## src/rtl/adc_rp_pkg.sv

```systemverilog
package adc_rp_pkg;
  localparam int RES_W  = 12;
  localparam int CH_W   = 5;
  localparam int WORD_W = 32;

  typedef struct packed {
    logic [CH_W-1:0]  chan;
    logic [RES_W-1:0] value;
  } rp_entry_t;
endpackage

```

## src/rtl/adc_rp_fifo.sv

```systemverilog
module adc_rp_fifo
  import adc_rp_pkg::*;
#(
  parameter int DEPTH = 16
) (
  input  logic      clk,
  input  logic      rst,
  input  logic      push,
  input  rp_entry_t push_entry,
  input  logic      pop,
  output rp_entry_t head,
  output logic      empty,
  output logic      overrun
);
  localparam int AW = (DEPTH > 1) ? $clog2(DEPTH) : 1;
  localparam int CW = $clog2(DEPTH + 1);
  localparam logic [AW-1:0] LAST = AW'(DEPTH - 1);
  localparam logic [CW-1:0] FULL = CW'(DEPTH);

  rp_entry_t     mem [DEPTH];
  logic [AW-1:0] wptr, rptr;
  logic [CW-1:0] count;
  logic          full, pop_en, wr_en;

  assign empty  = (count == '0);
  assign full   = (count == FULL);
  assign pop_en = pop && !empty;
  assign wr_en  = push && (!full || pop_en);
  assign head   = mem[rptr];

  // storage without reset so it can map onto distributed RAM
  always_ff @(posedge clk) begin
    if (wr_en) mem[wptr] <= push_entry;
  end

  always_ff @(posedge clk) begin
    if (rst) begin
      wptr    <= '0;
      rptr    <= '0;
      count   <= '0;
      overrun <= 1'b0;
    end else begin
      if (wr_en)  wptr <= (wptr == LAST) ? '0 : wptr + 1'b1;
      if (pop_en) rptr <= (rptr == LAST) ? '0 : rptr + 1'b1;
      case ({wr_en, pop_en})
        2'b10:   count <= count + 1'b1;
        2'b01:   count <= count - 1'b1;
        default: count <= count;
      endcase
      if (push && !wr_en) overrun <= 1'b1;
    end
  end

  p_count_bound_r8: assert property (@(posedge clk) disable iff (rst)
    count <= FULL);
  p_overrun_sticky_r8: assert property (@(posedge clk) disable iff (rst)
    overrun |=> overrun);
  p_no_pop_empty_r4: assert property (@(posedge clk) disable iff (rst)
    (empty && pop && !push) |=> empty);
  p_push_pop_r9: assert property (@(posedge clk) disable iff (rst)
    (push && pop && !empty) |=> $stable(count));
endmodule

```

## src/rtl/adc_rp_decode.sv

```systemverilog
module adc_rp_decode #(
  parameter int ADDR_W    = 8,
  parameter int WIN_BASE  = 'h90,
  parameter int WIN_WORDS = 8
) (
  input  logic              rd_valid,
  input  logic [ADDR_W-1:0] rd_addr,
  output logic              hit
);
  localparam logic [ADDR_W:0] LO = (ADDR_W+1)'(WIN_BASE);
  localparam logic [ADDR_W:0] HI = (ADDR_W+1)'(WIN_BASE + 4 * WIN_WORDS);

  logic [ADDR_W:0] a_ext;
  assign a_ext = {1'b0, rd_addr};
  assign hit = rd_valid && (rd_addr[1:0] == 2'b00) && (a_ext >= LO) && (a_ext < HI);
endmodule

```

## src/rtl/adc_rp_pack.sv

```systemverilog
module adc_rp_pack
  import adc_rp_pkg::*;
(
  input  rp_entry_t         ent,
  input  logic              empty,
  input  logic              mode_10bit,
  input  logic              chan_id_en,
  output logic [WORD_W-1:0] word
);
  logic [CH_W-1:0]  ch;
  logic [RES_W-1:0] val;

  assign ch  = (empty || !chan_id_en) ? '0 : ent.chan;
  assign val = empty ? '0 : ent.value;

  always_comb begin
    word = '0;
    if (mode_10bit) begin
      word[15]    = empty;
      word[14:10] = ch;
      word[9:0]   = val[9:0];
    end else begin
      word[31]    = empty;
      word[20:16] = ch;
      word[11:0]  = val;
    end
  end
endmodule

```

## src/rtl/adc_result_port.sv

```systemverilog
module adc_result_port
  import adc_rp_pkg::*;
#(
  parameter int DEPTH     = 16,
  parameter int ADDR_W    = 8,
  parameter int WIN_BASE  = 'h90,
  parameter int WIN_WORDS = 8
) (
  input  logic              clk,
  input  logic              rst,
  input  logic              push_valid,
  input  logic [RES_W-1:0]  push_value,
  input  logic [CH_W-1:0]   push_chan,
  input  logic              mode_10bit,
  input  logic              chan_id_en,
  input  logic              rd_valid,
  input  logic [ADDR_W-1:0] rd_addr,
  input  logic              bus_wr_valid,
  input  logic [ADDR_W-1:0] bus_wr_addr,
  input  logic [WORD_W-1:0] bus_wr_data,
  output logic [WORD_W-1:0] rd_data,
  output logic              overrun
);
  rp_entry_t         push_entry, head;
  logic              hit, q_empty;
  logic [WORD_W-1:0] packed_word;
  logic              unused_wr;

  // the window is read-only: write strobes are absorbed here
  assign unused_wr  = ^{bus_wr_valid, bus_wr_addr, bus_wr_data};
  assign push_entry = '{chan: push_chan, value: push_value};

  adc_rp_decode #(.ADDR_W(ADDR_W), .WIN_BASE(WIN_BASE), .WIN_WORDS(WIN_WORDS)) u_decode (
    .rd_valid (rd_valid),
    .rd_addr  (rd_addr),
    .hit      (hit)
  );

  adc_rp_fifo #(.DEPTH(DEPTH)) u_fifo (
    .clk        (clk),
    .rst        (rst),
    .push       (push_valid),
    .push_entry (push_entry),
    .pop        (hit),
    .head       (head),
    .empty      (q_empty),
    .overrun    (overrun)
  );

  adc_rp_pack u_pack (
    .ent        (head),
    .empty      (q_empty),
    .mode_10bit (mode_10bit),
    .chan_id_en (chan_id_en),
    .word       (packed_word)
  );

  always_ff @(posedge clk) begin
    if (rst) rd_data <= '0;
    else     rd_data <= hit ? packed_word : '0;
  end

  p_miss_zero_r10: assert property (@(posedge clk) disable iff (rst)
    !hit |=> (rd_data == '0));
  p_empty_word_r4: assert property (@(posedge clk) disable iff (rst)
    (hit && q_empty) |=> (rd_data == ($past(mode_10bit) ? 32'h0000_8000 : 32'h8000_0000)));
  p_layout_12_r2: assert property (@(posedge clk) disable iff (rst)
    (hit && !mode_10bit) |=> (rd_data[30:21] == '0 && rd_data[15:12] == '0));
  p_layout_10_r3: assert property (@(posedge clk) disable iff (rst)
    (hit && mode_10bit) |=> (rd_data[31:16] == '0));
endmodule

```

## config.mk

```make
export PLATFORM = sky130hd
export DESIGN_NAME = adc_result_port
export DESIGN_NICKNAME = d
export VERILOG_FILES = /design/src/rtl/adc_rp_pkg.sv /design/src/rtl/adc_rp_fifo.sv /design/src/rtl/adc_rp_decode.sv /design/src/rtl/adc_rp_pack.sv /design/src/rtl/adc_result_port.sv
export SDC_FILE = /design/constraint.sdc
export NUM_CORES = 1
export LEC_CHECK = 0
export BUFFER_PORTS_ARGS = -buffer_cell sky130_fd_sc_hd__clkbuf_2
export CAP_MARGIN = 40
export CORE_MARGIN = 1.5
export CORE_UTILIZATION = 30
export CTS_CLUSTER_DIAMETER = 50
export DETAILED_ROUTE_END_ITERATION = 10
export GPL_ROUTABILITY_DRIVEN = 0
export GPL_TIMING_DRIVEN = 0
export PLACE_DENSITY = 0.58
export SYNTH_ARGS = -nofsm -noshare
export SYNTH_HDL_FRONTEND = slang
export SYNTH_SLANG_ARGS = --single-unit
```

## constraint.sdc

```tcl
create_clock -name clk -period 4.2 [get_ports clk]
set_input_delay 1.05 -clock clk [delete_from_list [all_inputs] [get_ports clk]]
set_output_delay 1.05 -clock clk [all_outputs]
set_load 0.01 [all_outputs]
```

## Word level (Yosys, flattened, before mapping)

Memories as Yosys holds them, arrays and structs flattened. A register that Yosys moved wholly into a read port is not among the register bits.
Index checks and enable logic that the tools add are counted.
W data, S select, Z words.

| operators by class | value |
|---|---|
| add/subtract/negate cells | 4 |
| $lt $le $gt $ge | 2 |
| equal/unequal tests | 5 |
| mux-type cells | 10 |
| bitwise operators | 2 |
| reduce and logical (&&, ||, !) cells | 18 |

Operators with widths:

| cell | number |
|---|---|
| $mux W12 | 2 |
| $mux W4 | 4 |
| $pmux W5 S2 | 1 |
| $add A4 B1 Y4 const B | 2 |
| $eq A4 B4 Y1 const B | 2 |
| $ge A8 B8 Y1 const B | 1 |
| $lt A8 B8 Y1 const B | 1 |
| $logic_and A1 B1 Y1 | 6 |
| $reduce_or A3 Y1 | 2 |
| $add A5 B1 Y5 const B | 1 |
| $eq A5 B5 Y1 const B | 1 |
| $logic_not A5 Y1 | 1 |
| $mux W5 | 1 |
| $sub A5 B1 Y5 const B | 1 |
| $logic_not A1 Y1 | 4 |
| $eq A2 B1 Y1 const B | 1 |
| $eq A2 B2 Y1 const B | 1 |
| $logic_not A2 Y1 | 1 |
| $logic_or A1 B1 Y1 | 2 |
| $mux W1 | 2 |
| $not A1 Y1 | 2 |
| $reduce_bool A2 Y1 | 1 |
| $reduce_or A2 Y1 | 1 |

| storage, ports and cells | value |
|---|---|
| register bits | 46 |
| RAM bits | 272 |
| input port bits | 72 |
| output and inout bits | 33 |
| word-level logic and storage cells | 50 |
| memories kept | 1 |

Memories:

| memory | depth | bits a word | rd ports | clocked after Yosys merged registers in | wr ports | RTL line | text |
|---|---|---|---|---|---|---|---|
| u_fifo.mem | 16 | 17 | 1 | 1 | 1 | adc_rp_fifo.sv:20 | `rp_entry_t mem [DEPTH];` |

## Depth between registers and ports, before layout

Gate-level depths: netlist of the first run.

| depth | value |
|---|---|
| depth in word-level cells | 9 |
| gate-level depth with buffers | 13 |
| gate-level depth less buffers | 12 |

## Hierarchy

Synthesis of the first run repeated with hierarchy kept, for this count alone.

| second synthesis, totals | value |
|---|---|
| cell total of the unflattened synthesis | 669 |
| area total of the unflattened synthesis | 12573.3 um^2 |

Modules (own cells, without submodules):

| module | times used | cells each | area an instance (um^2) | sequential area each (um^2) |
|---|---|---|---|---|
| adc_rp_fifo | 1 | 552 | 11273.3 | 8528.2 |
| adc_result_port | 1 | 70 | 998.5 | 640.6 |
| adc_rp_pack | 1 | 44 | 271.5 | 0.0 |
| adc_rp_decode | 1 | 3 | 30.0 | 0.0 |

## Worst setup path before layout of the first run

Ideal clock, no wire load.

| timing | value |
|---|---|
| path kind | in2reg |
| start point | in rd_addr[6] |
| end point | mem u_fifo.mem[1][0] (netlist bit) (enable) |
| library setup time | 441 ps |
| arrival time | 3943 ps |
| required time | 3759 ps |
| setup slack | -184 ps |
| stages on the path | 5 |
| path buffers | 0 |
| cells stage by stage | nand4bb_1 > o311ai_2 > and2_2 > clkinv_1 > nor4b_1 |

| between the ends | value |
|---|---|
| word-level cells in the longest chain between the ends | 8 |
| elaborated cells on any way between the ends | 9 |
| those cells by class | order compare: 2; mux: 2; reduce/logical: 5 |

RTL lines:

| element | RTL line | text |
|---|---|---|
| start: declaration | adc_result_port.sv:17 | `input logic [ADDR_W-1:0] rd_addr,` |
| $ge A8 B8 Y1 | adc_rp_decode.sv:15 | `assign hit = rd_valid && (rd_addr[1:0] == 2'b00) && (a_ext >= LO) && (a_ext < HI);` |
| $logic_and A1 B1 Y1 | adc_rp_decode.sv:15 |  |
| $logic_and A1 B1 Y1 * | adc_rp_decode.sv:15 |  |
| $logic_and A1 B1 Y1 * | adc_rp_fifo.sv:27 | `assign pop_en = pop && !empty;` |
| $logic_or A1 B1 Y1 * | adc_rp_fifo.sv:28 | `assign wr_en = push && (!full \|\| pop_en);` |
| $logic_and A1 B1 Y1 * | adc_rp_fifo.sv:28 |  |
| $mux W1 * | adc_rp_fifo.sv:33 | `if (wr_en) mem[wptr] <= push_entry;` |
| $mux W1 (not written as such) * | adc_rp_fifo.sv:33 |  |
| end: declaration | adc_rp_fifo.sv:20 |  |

Mark *: on every way between the ends. The rest lies on a longest branch, timed or not.

## Final worst setup path of the first run

| timing | value |
|---|---|
| start point | in rd_addr[6] |
| end point | reg u_fifo.count[4] |

| between the ends | value |
|---|---|
| word-level cells in the longest chain between the ends | 8 |
| elaborated cells on any way between the ends | 11 |
| those cells by class | order compare: 2; eq/ne: 2; mux: 1; reduce/logical: 6 |

RTL lines:

| element | RTL line | text |
|---|---|---|
| $ge A8 B8 Y1 | adc_rp_decode.sv:15 |  |
| $logic_and A1 B1 Y1 | adc_rp_decode.sv:15 |  |
| $logic_and A1 B1 Y1 * | adc_rp_decode.sv:15 |  |
| $logic_and A1 B1 Y1 * | adc_rp_fifo.sv:27 |  |
| $logic_or A1 B1 Y1 | adc_rp_fifo.sv:28 |  |
| $logic_and A1 B1 Y1 | adc_rp_fifo.sv:28 |  |
| $eq A2 B1 Y1 / $eq A2 B2 Y1 (equally long branches) | adc_rp_fifo.sv:45 | `case ({wr_en, pop_en})` |
| $pmux W5 S2 / $reduce_bool A2 Y1 (equally long branches) | - |  |
| end signal: assignment | adc_rp_fifo.sv:46 | `2'b10: count <= count + 1'b1;` |
| end signal: assignment | adc_rp_fifo.sv:47 | `2'b01: count <= count - 1'b1;` |
| end signal: assignment | adc_rp_fifo.sv:48 | `default: count <= count;` |
| end: declaration | adc_rp_fifo.sv:22 | `logic [CW-1:0] count;` |

Marked as above.
A chain may end at the register's enable or synchronous reset.

==> results.toml, run 1 <==
[floorplanning]
boundaryPins = 105
die_h_um = 203.2
initial_utilization = 0.3032
fp-row-count = 73
die_w_um = 203.2
core_um2 = 39640
die_area_um2 = 41270

[grt]
grt_use_total = 0.1322
overflow = 0
grt_pass1_vias = 6319
grt_max_degree = 17
grt_pass1_wl_mm = 40.00
antenna_found_initial = 1

[route]
dr_total_vias = 5925
wirelength_mm = 26.13
vias_per_cell = 4.669
detail_route.wl_per_cell_um = 20.59
first_pass_iters = 5
ant_nets = 0
drc = 0
first_iter_violations = 512

[clock_network]
htree_levels = 2
cts_setup_buffers = 0
clockBufferDepth = 3
cts.sinks = 312
clock_latency_ns = 0.53
postCtsHoldBufs = 0
path_clk_slew_ns = 0.05
cts_tree = "built"
cts_root_buffer = "clkbuf_16"
cts_resized = 0
cts_buffers = 36

[sta]
clock_skew_ns = 0.01717
setup_tns_ns = 0
slew_viol_final = 0
worst_slew_pin_slew_ns = 0.8764
rsz0062_at_grt = "false"
slew_headroom = 0.4142
hold_viol = 0
fmax_ghz = 0.2702
fin_crit_ns = 3.701
post-route-period-util = 0.8812
setup_viol = 0

[synthesis]
async_reset_ff_frac = 0
yosysMostFrequentCell = "edfxtp_1"
yosysTopAreaCellShare = 0.6796
synth_edf_count = 272
ys.flop_type = "edfxtp_1"
synth_area_leaders = "edfxtp_1 68%, mux4_2 13%, dfxtp_1 6.7%, mux2i_1 2.0%, ha_1 0.94%"
ys_seq_elements = 312
syn_avg_cell_area_um2 = 20.13
yosys-top-cells-count = "272 x edfxtp_1, 70 x mux4_2, 40 x dfxtp_1, 24 x mux2i_1"
synth.largest_area_cell = "edfxtp_1"
synth_area_um2 = 12020
synth_cells = 597
synth.distinct_cells = 48
ys_warn_count = 0
synth_seq_area_share = 0.7463

[place]
place_inst = 1205
portBuffers = 50
placed_cell_area_um2 = 13330
dpl.hpwl_mm = 17.29

[pwr]
p_sw_frac = 0.2035
powerDensity_nw_per_um2 = 457.0
power.leakage_nw = 4.694
p_switching_w = 0.001349
fin_total_pwr_w = 0.006628
comb_power_share = 0.026
clkPwrFrac = 0.460
ir_worst_vdd_uv = 204.4
seqPwrFrac = 0.514
p_int_w = 0.005279

[setup_path]
critPathMaxStageDelay_ns = 0.44
worst_ep_arrival_time_ns = 4.14
path_cells = "clkbuf_2, nand4bb_1, o311ai_2, and2_2, clkinv_1, ha_1, xor2_1, ha_1, a211o_1, a21oi_1, a221oi_1, or3_1, a21oi_1"
criticalPathCategory = "primary input to flop"
path_depth = 13
reg2regPathDepth = 13
cp_data_required_time_ns = 4.64
cp-start-kind = "primary input"
cp_top_family = "compound AO/OA/AOI/OAI gates"
cp_max_fo = 10
cp-end-kind = "flop"
cp_slowest_cell = "ha_1"
critPathBufInv = 2

[layout]
fin_area_um2 = 14500
area_delta_synth_final_pct = 20.67
seq_area_um2 = 8969
drive_above_1_share = 0.3293
multiInputGateArea_um2 = 2855
antenna_cells = 0
stdcell_count = 1269
nFillCells = 3664
nNetsFinal = 799

[outcome]
status = "finished clean"

[hold_path]
hold_class = "flop to flop"
whs_path_depth = 2

[flow_run]
drv_cap = 0
==> per-layer routing <==
layer | global-route usage | share of wire | vias up
met5 | 0 | 0.00046 | -
met4 | 0.04603 | 0.027 | 2
met3 | 0.02509 | 0.051 | 56
met2 | 0.2199 | 0.49 | 179
met1 | 0.1736 | 0.43 | 3031
li1 | - | - | 2657
==> power groups by stage <==
stage          Sequential (W)  Clock, W  Combinational (W)
2_1_floorplan         0.00347         0          0.0000888
3_3_place_gp          0.00348         0           0.000162
3_5_place_dp          0.00347         0           0.000175
4_1_cts               0.00341   0.00311           0.000176
5_1_grt               0.00341   0.00324           0.000192
6_report              0.00341   0.00305           0.000172
==> stage by stage <==
| step | util | hold slack, ns | worst slack [ns] |
|---|---|---|---|
| final | 0.3658 | 0.4502 | 0.4988 |
| after global routing | 0.3658 | 0.4761 | 0.1823 |
| after CTS | 0.3658 | 0.4584 | 0.5232 |
| after detailed placement | 0.3363 | 0.4482 | 0.003339 |
| after global placement | 0.3269 | 0.4402 | -2.721 |
| after floorplan | - | 0.4658 | -0.1837 |
==> logic make-up after synthesis <==
| family | synth area share |
|---|---|
| flip-flops | 0.7463 |
| multiplexers | 0.1559 |
| AND/OR/NAND/NOR | 0.03561 |
| AO/OA/AOI/OAI | 0.02624 |
| buffers and inverters | 0.02124 |
| adder cells (fa/ha/maj) | 0.009370 |
| XOR/XNOR | 0.005102 |
| other | 0.0003120 |
==> worst paths after layout <==
check	slack [ns]	to	startpoint
max reg2reg	0.94	u_fifo.count[4]	u_fifo.count[1]
min reg2reg	0.45	u_fifo.overrun	u_fifo.overrun
min	0.45	u_fifo.overrun	u_fifo.overrun
max	0.50	u_fifo.count[4]	rd_addr[6]
==> layout make-up <==
type / instances / share of cell area
Sequential cell: 312 / 0.6185
Multi-Input combinational cell: 246 / 0.1969
Clock buffer: 50 / 0.07204
Tap cell: 525 / 0.04530
Timing Repair Buffer: 74 / 0.04107
Buffer: 40 / 0.01553
Clock inverter: 14 / 0.008628
Inverter: 8 / 0.002071
==> layout by cell type (no fill, tap or decap), drive strengths merged, types with 2 or more instances in the layout <==
| master | count |
|---|---|
| clkinvlp | 3 |
| nand3b | 2 |
| ha | 9 |
| mux2i | 24 |
| o22ai | 10 |
| mux4 | 70 |
| buf | 54 |
| o31ai | 2 |
| and3 | 5 |
| or3 | 4 |
| and4 | 3 |
| nor4b | 4 |
| nand3 | 7 |
| conb | 10 |
| xnor2 | 2 |
| inv | 12 |
| a211oi | 4 |
| and2 | 5 |
| nor2 | 15 |
| mux2 | 5 |
| nand2 | 13 |
| xor2 | 5 |
| dfxtp | 40 |
| o21ai | 11 |
| nor2b | 4 |
| a21oi | 13 |
| clkbuf | 110 |
| edfxtp | 272 |
| nand2b | 3 |
| clkinv | 6 |
| o32ai | 2 |
| or4 | 2 |
==> flip-flops by register name, summed over array words and instances, names as in the netlist, named ones only <==
signal          cells
u_fifo.mem        272
rd_data            22
u_fifo.count        5
u_fifo.rptr         4
u_fifo.wptr         4
u_fifo.overrun      1
==> worst reg2reg max path, stage by stage (launching register included) <==
cell and delay, ns:
dfxtp_1 0.29, buf_2 0.17, nor4_4 0.36, o311ai_2 0.21, and2_2 0.28, clkinv_1 0.23, ha_1 0.38, xor2_1 0.11
ha_1 0.23, a211o_1 0.27, a21oi_1 0.14, a221oi_1 0.07, or3_1 0.31, a21oi_1 0.14
(Power assumes the default switching activity.)
==> run 2, diff against run 1 <==
- CELL_PAD_IN_SITES_DETAIL_PLACEMENT: default -> 0
- CELL_PAD_IN_SITES_GLOBAL_PLACEMENT: default -> 1
- HOLD_SLACK_MARGIN: default -> 0.05
- PLACE_DENSITY: 0.58 -> 0.64
==> run 2 against run 1 <==
Compared with the run above:
- sequential cell count did not move
- non-clock buffer count is 1 lower
- total power decreased by 1.7%
- sequential power is essentially flat
- sequential share of layout area rose by 0.17 points
- routed wire length is essentially flat
- critical endpoint unchanged
==> results.toml, run 2 (synthesized netlist as in run 1, its figures left out) <==
[sta]
fmax_ghz = 0.2662
setup_tns_ns = 0
worst_slew_pin_slew_ns = 0.8429
setup_viol = 0
setup_ws_ns = 0.4439
post-route-period-util = 0.8943
fin_crit_ns = 3.756
slew_headroom = 0.4367
rsz0062_at_grt = "false"
hold_viol = 0
slew_viol_final = 0
clock_skew_ns = 0.01168

[place]
placed_cell_area_um2 = 13340
dpl_worst_slack_ns = -0.05421
dpl.hpwl_mm = 17.17
portBuffers = 50

[clock_network]
cts_buffers = 36
cts_setup_buffers = 0
cts_root_buffer = "clkbuf_16"
cts_tree = "built"
clock_latency_ns = 0.53
path_clk_slew_ns = 0.06
clockBufferDepth = 3
cts.sinks = 312
htree_levels = 2
cts_resized = 0
postCtsHoldBufs = 0

[layout]
mostFrequentLayoutCells = "272 x edfxtp_1, 70 x mux4_2, 50 x clkbuf_2, 40 x dfxtp_1, 36 x clkbuf_16"
top_regs = "u_fifo.mem: 272 flops, rd_data: 22 flops, u_fifo.count: 5 flops"
fin_area_um2 = 14460
final_common_cell = "edfxtp_1"
area_delta_synth_final_pct = 20.34
largest_reg_flops = 272
drive_above_1_share = 0.3221
top_register = "u_fifo.mem"
nNetsFinal = 798
nFillCells = 3661

[floorplanning]
fp-row-count = 73
boundaryPins = 105
die_area_um2 = 41270
die_w_um = 203.2
die_h_um = 203.2
core_um2 = 39640
initial_utilization = 0.3032

[setup_path]
cp-end-kind = "flop"
worst_ep_arrival_time_ns = 4.21
reg2regPathDepth = 13
cp_data_required_time_ns = 4.65
criticalPathCategory = "primary input to flop"
cp-start-kind = "primary input"
cp_max_fo = 10

[grt]
grt_pass1_vias = 6054
grt_use_total = 0.1295
overflow = 0
antenna_found_initial = 1
grt_max_degree = 18
grt_pass1_wl_mm = 38.91

[route]
vias_per_cell = 4.681
ant_nets = 0
detail_route.wl_per_cell_um = 20.58
first_pass_iters = 5
first_iter_violations = 505
wirelength_mm = 26.16
drc = 0
dr_total_vias = 5949

[pwr]
powerDensity_nw_per_um2 = 450.5
p_int_w = 0.005151
ir_worst_vdd_uv = 258.6
comb_power_share = 0.026
p_switching_w = 0.001365
clkPwrFrac = 0.451
p_sw_frac = 0.2095
seqPwrFrac = 0.523
power.leakage_nw = 4.658

[outcome]
status = "finished clean"

[hold_path]
whs_path_depth = 2
hold_class = "flop to flop"

[flow_run]
drv_cap = 0
## run 2: changes by cell type in the layout (fill, tap and decap cells not counted), moves of 2 or more
cell and change:
clkinv_2 +2, inv_6 -3, buf_8 -2, clkbuf_1 +2, clkinv_8 +2, clkbuf_8 -6
clkinvlp_4 +2, buf_4 -2, clkinv_1 +4
## run 2: final cells by class
cell class | instances | area (µm²) | share of cell area
sequential | 312 | 8969 | 0.6201
multi-input combinational | 246 | 2860 | 0.1978
clock buffer | 45 | 944.7 | 0.06532
tap | 525 | 656.9 | 0.04542
timing repair buffer | 73 | 594.3 | 0.04109
buffer | 40 | 225.2 | 0.01557
clock inverter | 21 | 180.2 | 0.01246
inverter | 8 | 30.03 | 0.002076
antenna | 1 | 2.502 | 0.0001730
## run 2: critical path: stages
cell       delay (ns)
clkbuf_2         0.07
nand4bb_1        0.24
o311ai_2         0.41
and2_2           0.28
clkinv_1         0.35
ha_1             0.46
xor2_1           0.18
ha_1             0.23
a211o_1          0.28
a21oi_1          0.14
a221oi_1         0.07
or3_1            0.31
a21oi_1          0.14
## run 2: power by group through the flow
stage / Combinational [W] / Clock (W) / Sequential (W)
5_1_grt: 0.000191 / 0.00312 / 0.00341
2_1_floorplan: 0.0000888 / 0 / 0.00347
6_report: 0.000172 / 0.00294 / 0.00341
3_3_place_gp: 0.000160 / 0 / 0.00348
3_5_place_dp: 0.000174 / 0 / 0.00347
4_1_cts: 0.000175 / 0.00301 / 0.00341
## run 2: final timing paths
path	start	to	slack, ns
max	rd_addr[6]	u_fifo.count[4]	0.44
min	u_fifo.overrun	u_fifo.overrun	0.45
max reg2reg	u_fifo.count[1]	u_fifo.count[4]	0.91
min reg2reg	u_fifo.overrun	u_fifo.overrun	0.45
## run 2: per-stage QoR
step | hold slack [ns] | power, W | instances | utilization
after floorplan | 0.4658 | 0.003562 | 606 | -
after global placement | 0.4354 | 0.003635 | 1181 | 0.3269
after detailed placement | 0.4479 | 0.003647 | 1204 | 0.3364
after CTS | 0.4557 | 0.006589 | 1270 | 0.3648
after global routing | 0.5041 | 0.006721 | 1270 | 0.3648
final | 0.4504 | 0.006516 | 1271 | 0.3648
## run 2: routing by layer
metal,GRT usage,vias up,share of wire
li1,-,2672,-
met3,0.02221,44,0.050
met4,0.04603,0,0.023
met1,0.1706,3079,0.44
met5,0,-,0
met2,0.2160,154,0.49
==> run 3, diff against run 2 <==
- BUFFER_PORTS_ARGS: -buffer_cell sky130_fd_sc_hd__clkbuf_2 -> -buffer_cell sky130_fd_sc_hd__buf_4
- SLEW_MARGIN: default -> 30
==> run 3 against run 2 <==
Compared with the run above:
- final cell count decreased by 0.63%
- combinational power is 3% higher
- count of clock-buffer cells in the layout is 2 lower
- critical endpoint unchanged
- largest power group unchanged
- highest routed layer unchanged
==> results.toml, run 3 (synthesized netlist as in run 1, its figures left out) <==
[outcome]
status = "finished clean"

[setup_path]
cp-end-kind = "flop"
cp_data_required_time_ns = 4.64
criticalPathCategory = "primary input to flop"
cp-start-kind = "primary input"
worst_ep_arrival_time_ns = 4.22
critPathMaxStageDelay_ns = 0.45
cp_max_fo = 10
cp_top_family = "compound AO/OA/AOI/OAI gates"
critPathBufInv = 2
cp_slowest_cell = "ha_1"
path_cells = "buf_4, nand4bb_1, o311ai_2, and2_2, clkinv_1, ha_1, xor2_1, ha_1, a211o_1, a21oi_1, a221oi_1, or3_1, a21oi_1"

[sta]
slew_viol_final = 0
worst_slew_pin_slew_ns = 0.8553
setup_viol = 0
rsz0062_at_grt = "false"
setup_ws_ns = 0.4134
fmax_ghz = 0.2641
hold_viol = 0
slew_headroom = 0.4287
post-route-period-util = 0.9016
clock_skew_ns = 0.01957
fin_crit_ns = 3.787

[clock_network]
clock_latency_ns = 0.52
clockBufferDepth = 3
cts_tree = "built"
htree_levels = 2
cts_setup_buffers = 0
path_clk_slew_ns = 0.05
postCtsHoldBufs = 0
cts_buffers = 35
cts.sinks = 312
cts_resized = 0
cts_root_buffer = "clkbuf_16"

[pwr]
ir_worst_vdd_uv = 278.9
power.leakage_nw = 4.626
powerDensity_nw_per_um2 = 454.9
p_int_w = 0.005181
seqPwrFrac = 0.522
clkPwrFrac = 0.450
p_switching_w = 0.001342
comb_power_share = 0.027
fin_total_pwr_w = 0.006523
p_sw_frac = 0.2057

[layout]
nNetsFinal = 792
largest_reg_flops = 272
area_delta_synth_final_pct = 19.30
mostFrequentLayoutCells = "272 x edfxtp_1, 70 x mux4_2, 64 x buf_4, 40 x dfxtp_1, 35 x clkbuf_16"
top_register = "u_fifo.mem"
nFillCells = 3690
final_common_cell = "edfxtp_1"
fin_area_um2 = 14340
top_regs = "u_fifo.mem: 272 flops, rd_data: 22 flops, u_fifo.count: 5 flops"
drive_above_1_share = 0.3324

[route]
wirelength_mm = 25.74
vias_per_cell = 4.651
ant_nets = 0
first_iter_violations = 475
dr_total_vias = 5874
drc = 0
first_pass_iters = 4
detail_route.wl_per_cell_um = 20.38

[floorplanning]
initial_utilization = 0.3032
boundaryPins = 105
die_h_um = 203.2
fp-row-count = 73
die_w_um = 203.2
core_um2 = 39640
die_area_um2 = 41270

[flow_run]
drv_cap = 0

[place]
dpl.hpwl_mm = 15.94
placed_cell_area_um2 = 13230
dpl_worst_slack_ns = -0.06551
portBuffers = 50

[grt]
grt_max_degree = 18
grt_pass1_wl_mm = 37.91
antenna_found_initial = 1
grt_use_total = 0.1256
overflow = 0
grt_pass1_vias = 5953

[hold_path]
hold_class = "flop to flop"
[run 3: cell count changes in the layout (fill, tap and decap cells not counted), moves of 7 or more]
cell and change:
buf_4 +41, buf_2 +15, buf_16 -7, clkbuf_2 -50
[run 3: metrics by stage]
step	std cells	utilization	hold WS [ns]	setup TNS, ns
after floorplan	606	-	0.4658	-11.47
after global placement	1181	0.3301	0.4479	-190.61
after detailed placement	1199	0.3338	0.4399	-0.06551
after CTS	1262	0.3616	0.4487	0
after global routing	1262	0.3616	0.4740	0
final	1263	0.3617	0.4473	0
[run 3: area by class of cell]
class / instances / area, µm² / area share
flip-flops and latches: 312 / 8969 / 0.6255
multi-input cells: 246 / 2874 / 0.2005
clock buffers: 43 / 925.9 / 0.06458
well taps: 525 / 656.9 / 0.04582
repair buffers: 68 / 478.0 / 0.03334
plain buffers: 40 / 225.2 / 0.01571
clock inverters: 20 / 176.4 / 0.01230
inverters: 8 / 30.03 / 0.002094
diodes: 1 / 2.502 / 0.0001745
[run 3: power by group through the flow]
stage               clock network [W]  registers (W)  logic [W]
CTS                           0.00300        0.00341   0.000181
floorplan                           0        0.00347  0.0000888
global placement                    0        0.00347   0.000169
global route                  0.00311        0.00341   0.000197
finish                        0.00294        0.00341   0.000178
detailed placement                  0        0.00347   0.000180
[run 3: path summary, 6_finish.rpt]
| kind | start | to | slack (ns) | depth (start not counted) |
|---|---|---|---|---|
| worst min-delay path | u_fifo.overrun | u_fifo.overrun | 0.45 | 2 |
| worst max register to register | u_fifo.count[1] | u_fifo.count[4] | 0.93 | 13 |
| worst min register to register | u_fifo.overrun | u_fifo.overrun | 0.45 | 2 |
| worst max-delay path | rd_addr[6] | u_fifo.count[4] | 0.41 | 13 |
[run 3: per-layer routing]
metal / track usage / share of wire / vias to the layer above / wire length (µm)
met4: 0.04153 / 0.023 / 0 / 582
met1: 0.1671 / 0.44 / 3019 / 11410
met5: 0 / 0 / - / 0
met2: 0.2080 / 0.49 / 160 / 12490
li1: - / - / 2658 / -
met3: 0.02269 / 0.049 / 37 / 1260
[run 3: tightest hold or removal path, delay by kind of cell, from the launching register on]
kind | cells | cell delay (ns)
buf+inv | 1 | 0.05
flops | 1 | 0.31
compound gates | 1 | 0.05
